`config.mk`:
```
export PLATFORM = sky130hd
export DESIGN_NAME = i2c_status_master
export DESIGN_NICKNAME = d
export VERILOG_FILES = /design/src/rtl/i2c_status_master.sv
export SDC_FILE = /design/constraint.sdc
export NUM_CORES = 1
export LEC_CHECK = 0
export BUFFER_PORTS_ARGS = -buffer_cell sky130_fd_sc_hd__buf_4
export CAP_MARGIN = 15
export CORE_MARGIN = 3
export CORE_UTILIZATION = 35
export DETAILED_ROUTE_END_ITERATION = 10
export PLACE_DENSITY = 0.59
export RECOVER_POWER = 50
export SETUP_SLACK_MARGIN = 0.15
export SLEW_MARGIN = 40
export SYNTH_ARGS = -nofsm -noshare
export SYNTH_HDL_FRONTEND = slang
export SYNTH_SLANG_ARGS = --single-unit
```
`constraint.sdc`:
```
create_clock -name clk -period 2.69 [get_ports clk]
set_input_delay 0.538 -clock clk [delete_from_list [all_inputs] [get_ports clk]]
set_output_delay 0.538 -clock clk [all_outputs]
set_load 0.02 [all_outputs]
```
`src/rtl/i2c_status_master.sv`:
```
module i2c_status_master (
  input  logic       clk,
  input  logic       rst_n,
  input  logic       ctl_wr,
  input  logic       ctl_sta,
  input  logic       ctl_sto,
  input  logic       ctl_aa,
  input  logic       ctl_si,
  input  logic [2:0] ctl_rate,
  input  logic       dat_wr,
  input  logic [7:0] dat_wdata,
  output logic [7:0] dat_rdata,
  output logic [7:0] status,
  output logic       si,
  output logic       scl_oe,
  input  logic       scl_in,
  output logic       sda_oe,
  input  logic       sda_in
);

  localparam logic [4:0] C_IDLE = 5'h1F, C_BERR = 5'h00, C_START = 5'h01, C_RSTART = 5'h02,
                         C_AW_ACK = 5'h03, C_AW_NAK = 5'h04, C_DT_ACK = 5'h05, C_DT_NAK = 5'h06,
                         C_ARB = 5'h07, C_AR_ACK = 5'h08, C_AR_NAK = 5'h09,
                         C_DR_ACK = 5'h0A, C_DR_NAK = 5'h0B;

  typedef enum logic [1:0] {S_WAIT, S_START, S_STOP, S_BYTE} st_t;

  st_t        st;
  logic [1:0] step;
  logic [3:0] bitn;
  logic [7:0] qcnt, shreg;
  logic [4:0] code;
  logic [2:0] rate;
  logic       aa_q, active, addr_ph, rx_mode, rep;
  logic [1:0] scl_sy, sda_sy;
  logic       sda_d;

  function automatic logic [7:0] quarter(input logic [2:0] r);
    case (r)
      3'd0:    return 8'd64;
      3'd1:    return 8'd56;
      3'd2:    return 8'd48;
      3'd3:    return 8'd40;
      3'd4:    return 8'd240;
      3'd5:    return 8'd30;
      default: return 8'd15;
    endcase
  endfunction

  logic [7:0] qtr;
  logic       tick, scl_s, sda_s, start_det, stop_det, launch, drive;

  assign qtr       = quarter(rate);
  assign tick      = (st != S_WAIT) && (qcnt == 8'd0);
  assign scl_s     = scl_sy[1];
  assign sda_s     = sda_sy[1];
  assign start_det = scl_s & sda_d & ~sda_s;
  assign stop_det  = scl_s & ~sda_d & sda_s;
  assign launch    = ctl_wr & ~ctl_si & (st == S_WAIT);
  assign drive     = (bitn < 4'd8) ? (~rx_mode & ~shreg[7]) : (rx_mode & aa_q);
  assign status    = {code, 3'b000};
  assign dat_rdata = shreg;

  always_ff @(posedge clk or negedge rst_n) begin
    if (!rst_n) begin
      st <= S_WAIT; step <= '0; bitn <= '0; qcnt <= '0; shreg <= '0;
      code <= C_IDLE; rate <= '0; aa_q <= 1'b0; active <= 1'b0;
      addr_ph <= 1'b0; rx_mode <= 1'b0; rep <= 1'b0; si <= 1'b0;
      scl_oe <= 1'b0; sda_oe <= 1'b0;
      scl_sy <= 2'b11; sda_sy <= 2'b11; sda_d <= 1'b1;
    end else begin
      scl_sy <= {scl_sy[0], scl_in};
      sda_sy <= {sda_sy[0], sda_in};
      sda_d  <= sda_s;
      if (tick) qcnt <= qtr - 8'd1;
      else if (st != S_WAIT) qcnt <= qcnt - 8'd1;

      case (st)
        S_WAIT: begin
          if (ctl_wr) begin
            aa_q <= ctl_aa;
            rate <= ctl_rate;
          end
          if (dat_wr) shreg <= dat_wdata;
          if (launch) begin
            si   <= 1'b0;
            step <= '0;
            bitn <= '0;
            qcnt <= quarter(ctl_rate) - 8'd1;
            if (ctl_sto) begin
              if (active) st <= S_STOP;
              else        code <= C_IDLE;
            end else if (ctl_sta) begin
              st  <= S_START;
              rep <= active;
            end else if (active) begin
              st <= S_BYTE;
            end
          end
        end

        S_START: if (tick) begin
          step <= step + 2'd1;
          case (step)
            2'd0: sda_oe <= 1'b0;
            2'd1: scl_oe <= 1'b0;
            2'd2: sda_oe <= 1'b1;
            default: begin
              scl_oe  <= 1'b1;
              st      <= S_WAIT;
              active  <= 1'b1;
              addr_ph <= 1'b1;
              rx_mode <= 1'b0;
              code    <= rep ? C_RSTART : C_START;
              si      <= 1'b1;
            end
          endcase
        end

        S_STOP: if (tick) begin
          step <= step + 2'd1;
          case (step)
            2'd0: sda_oe <= 1'b1;
            2'd1: scl_oe <= 1'b0;
            2'd2: sda_oe <= 1'b0;
            default: begin
              st     <= S_WAIT;
              active <= 1'b0;
              code   <= C_IDLE;
            end
          endcase
        end

        default: begin
          if (start_det || stop_det) begin
            code <= C_BERR; si <= 1'b1; scl_oe <= 1'b0; sda_oe <= 1'b0;
            active <= 1'b0; st <= S_WAIT;
          end else if (tick) begin
            step <= step + 2'd1;
            case (step)
              2'd0: sda_oe <= drive;
              2'd1: scl_oe <= 1'b0;
              2'd2: ;
              default: begin
                scl_oe <= 1'b1;
                bitn   <= bitn + 4'd1;
                if (bitn < 4'd8) begin
                  shreg <= {shreg[6:0], sda_s};
                  if (!rx_mode && !sda_oe && !sda_s) begin
                    code <= C_ARB; si <= 1'b1; scl_oe <= 1'b0; sda_oe <= 1'b0;
                    active <= 1'b0; st <= S_WAIT;
                  end
                end else begin
                  st      <= S_WAIT;
                  si      <= 1'b1;
                  addr_ph <= 1'b0;
                  if (addr_ph) begin
                    rx_mode <= shreg[0];
                    if (shreg[0]) code <= sda_s ? C_AR_NAK : C_AR_ACK;
                    else          code <= sda_s ? C_AW_NAK : C_AW_ACK;
                  end else if (rx_mode) begin
                    code <= aa_q ? C_DR_ACK : C_DR_NAK;
                  end else begin
                    code <= sda_s ? C_DT_NAK : C_DT_ACK;
                  end
                end
              end
            endcase
          end
        end
      endcase
    end
  end

  a_r1_no_flag_when_idle: assert property (@(posedge clk) disable iff (!rst_n)
    si |-> (status != 8'hF8));

  a_r3_hold_while_flagged: assert property (@(posedge clk) disable iff (!rst_n)
    (si && $past(si)) |-> ($stable(status) && $stable(scl_oe) && $stable(sda_oe)));

  a_r4_sda_moves_scl_low: assert property (@(posedge clk) disable iff (!rst_n)
    (st == S_BYTE && $past(st) == S_BYTE && !$stable(sda_oe)) |-> (scl_oe && $past(scl_oe)));

  a_r9_berr_releases: assert property (@(posedge clk) disable iff (!rst_n)
    (si && status == 8'h00) |-> (!scl_oe && !sda_oe));

  a_r10_arb_releases: assert property (@(posedge clk) disable iff (!rst_n)
    (si && status == 8'h38) |-> (!scl_oe && !sda_oe));

  a_r11_quarter_bound: assert property (@(posedge clk) disable iff (!rst_n)
    (st != S_WAIT) |-> (qcnt < qtr));

endmodule

```
==> impl_results.md <==
* Status: completed
* Post-synthesis async set-or-reset flop share at between 90% and 100%
* Seq cells post-synth at 45
* Net Sw Frac at about two fifths
* Gr ovfl total at 0
* Fin crit share at between 80 and 90%
* Worst slew pin tran at 1.13 ns
* Sequential power share at between 30% and 40%
* Pin count of the biggest net entering global routing at between 40 and 50
* Share of cells above drive strength 1 at approximately 27%
* # diodes at 0
* Final instance area at roughly 0.0032 mm^2
* TritonCTS Sinks at 45
* Maximum vdd drop at around 0.48 mV
* HPWL Detailed at 4630 um
* Core ar. at approximately 0.0075 mm^2
* Initial core utilization at 37.1%
* Worst-skew pair later-pin latency at 0.30 ns
* DRC violations left at 0
* Endpoints failing setup at 0
* Worst min-delay path class: in2reg
* DP Worst Slack at roughly 0.35 ns
* Post-CTS Setup Bufs at 0
* Fillcell total at approximately 740
* Gr usage total at 15.2%
* Initial antenna violation count at 0
* Reg2Reg Depth at 7
* Reg2reg setup slack at approximately 0.33 ns
* Top_reg_cell synth: dfrtp_1
* FF-to-FF End: code[4]
* Unrepaired setup endpoints after global routing: yes
* Synth top area cells: dfrtp_1 32%, dfstp_2 9.5%, mux2_2 8.9%
* Hold buffers post-CTS at 0
* Comb pwr share at about half
* CTS root buf: clkbuf_8
* Via Count at around 2200
* CP arrival at 2.60 ns
* Synthesized cell area at between 0.002 and 0.003 mm^2
* DR WL/cell at 15.2 um
* Initial DRC Count at around 130
* Net load switching power at around 1500 uW
* Cells after synthesis at ~280
* Synth top area share at 31.6%
* Chip height at between 90 and 100 um
* P_leak at roughly 0.0015 uW
* Worst Setup Start Kind: register
* Setup TNS at 0 ns
* Synth cell types at 52
* CTS buffer count at 5
* Post-synth top area cell: dfrtp_1
* CTS resizes at 0
* CTS tree: done
* Post-synthesis sequential area ratio at about 41%
* Clock network power share at 14.2%
* Drt first pass iters at 4
* H-tree depth at 2
* Clock tree buffer depth at 2
* Max-Cap Viols at 0
* First-pass GRT wire length at 10800 um
* Post-DP Area at between 0.003 and 0.004 mm^2
* Die width at 95.0 um
* Crit end category: register
* Worst Setup SP: qcnt[0]
* Fmax at 424 MHz
* Final Hold Vio Count at 0
* Die area at 0.00903 mm^2
* R2r startpoint: qcnt[0]
* Via density at 5.27
* Port-buffer cells at 36
* Critical path endpoint: code[4]
* Power Internal at ~2100 uW
* Final Non-Filler Cells at just over 400
* Antenna Nets Post-Route at 0
* Final net count at around 350
* Post-Route WL at about 6300 um
* Pwr dens at 1130 mW/mm^2
* Post-Place Cells at 405
* CP max FO at 12
* Critical Path RT at about 3 ns
* Std cell rows at 31
* Clock skew at 0.00742 ns
* Slew HR at around a quarter
* Synth warnings at 0
* Area grow syn2layout at 16.8%
* Pins Over Slew Limit at 0
* Tmin final at about 2.4 ns
* Final WS setup at between 0.3 and 0.4 ns
* Number of synthesized flops with an enable pin at 0
* WS Path Type: reg2reg
* Average size of a mapped cell at between 9 and 10 um^2
* Reg clk slew, reported paths at around 0.09 ns
* I/O Pins at 40
* GPL Wtd Cong at approximately 0.85
* Vias in the first global route at 2164
[sequential cells by signal, summed over array words and instances (netlist names)]
signal     flops
scl_sy         2
rep            1
step           2
st             2
rate           3
dat_rdata      8
scl_oe         1
sda_sy         2
active         1
sda_oe         1
rx_mode        1
addr_ph        1
si             1
bitn           4
sda_d          1
code           5
aa_q           1
qcnt           8
[critical path, cell delays in order (launching register included)]
cell and delay (ns):
dfrtp_1 0.40, inv_1 0.11, ha_1 0.16, nor3b_1 0.43, and3_4 0.35, nand2_2 0.09
a221o_2 0.45, mux2_4 0.32
[how the worst min path moves through the flow]
stage,start,to,slack [ns],cells past startpoint
5_1_grt,scl_in,scl_sy[0],0.33,1
3_5_place_dp,sda_sy[0],sda_sy[1],0.35,0
2_1_floorplan,rst_n,aa_q,0.24,0
3_3_place_gp,sda_sy[0],sda_sy[1],0.35,0
4_1_cts,rst_n,bitn[1],0.25,1
6_report,sda_in,sda_sy[0],0.34,1
[synth_stat cells, types with 3 or more instances]
cell type and number:
nor2b_1 5, inv_1 16, nor2_1 13, xor2_1 4, dfrtp_1 35, nor3_1 6, a21o_1 4, nor3b_1 3
nand2_1 22, nand2b_1 5, nand3b_1 4, dfstp_2 10, a21oi_1 14, mux2i_1 10, nor4_1 4, o31ai_1 3
mux2_4 3, o22ai_1 3, o21ai_0 22, ha_1 14, clkbuf_1 11, a31oi_1 4, mux2_2 22, xnor2_1 4
o22a_1 3, buf_4 3, nand3_1 3, or3_1 4
[kinds of logic after synthesis]
| family | share of synthesized area, % |
|---|---|
| simple gates | 15.7 |
| compound gates | 15.4 |
| flops | 41.0 |
| mux | 14.2 |
| buf+inv | 4.65 |
| fa+ha+maj | 6.31 |
| xor+xnor | 2.53 |
| other cells | 0.135 |
[power groups by stage]
stage	Sequential [uW]	Combinational, uW	Clock [uW]
final	1250	1900	521
after global routing	1290	2140	562
after CTS	1250	1940	530
after detailed placement	1260	1920	0
after global placement	1260	1900	0
after floorplan	1340	1240	0
[layout by cell type, fill, tap and decap left out, types with 2 or more instances in the layout]
master | synthesis | layout
and3b_1 | 2 | 2
or3_1 | 4 | 4
ha_1 | 14 | 14
conb_1 | 1 | 3
nand2_1 | 22 | 22
xnor2_1 | 4 | 4
nor3b_1 | 3 | 3
nand3_1 | 3 | 3
a21o_1 | 4 | 4
nand2b_1 | 5 | 5
mux2i_1 | 10 | 10
dfstp_2 | 10 | 9
xor2_1 | 4 | 4
mux2_2 | 22 | 22
nor2b_1 | 5 | 5
o22ai_1 | 3 | 3
o22a_1 | 3 | 3
clkbuf_4 | 0 | 2
nor4_1 | 4 | 3
buf_4 | 3 | 34
nor3_1 | 6 | 6
nor2_1 | 13 | 13
clkbuf_1 | 11 | 4
a21oi_1 | 14 | 14
nand3b_1 | 4 | 4
o31ai_1 | 3 | 3
o21ai_0 | 22 | 22
dfrtp_1 | 35 | 35
a31oi_1 | 4 | 4
clkbuf_8 | 0 | 5
mux2_4 | 3 | 3
inv_1 | 16 | 16
[stage by stage]
stage	util (%)	power (uW)	hold slack [ns]
after floorplan	-	2580	0.242
after global placement	41.9	3150	0.347
after detailed placement	41.9	3190	0.347
after CTS	43.4	3720	0.252
after global routing	43.3	3990	0.330
final	43.3	3670	0.338
[per-layer routing]
metal / global-route usage (%) / wire, um / part of all wire [%] / vias up
li1: - / - / - / 1062
met1: 21.7 / 3040 / 48 / 1043
met2: 23.1 / 2800 / 45 / 61
met3: 2.76 / 320 / 5.1 / 10
met4: 5.17 / 122 / 1.9 / 0
met5: 0 / 0 / 0 / -
[final cells by class]
type | instances | area, um^2 | area share [%]
multi-input combinational | 205 | 1520 | 46.9
clock buffer | 6 | 72.6 | 2.24
tap | 99 | 124 | 3.82
inverter | 16 | 60.1 | 1.85
clock inverter | 2 | 38.8 | 1.20
timing repair buffer | 40 | 287 | 8.84
sequential | 45 | 1140 | 35.1
(Power assumes the default switching activity.)
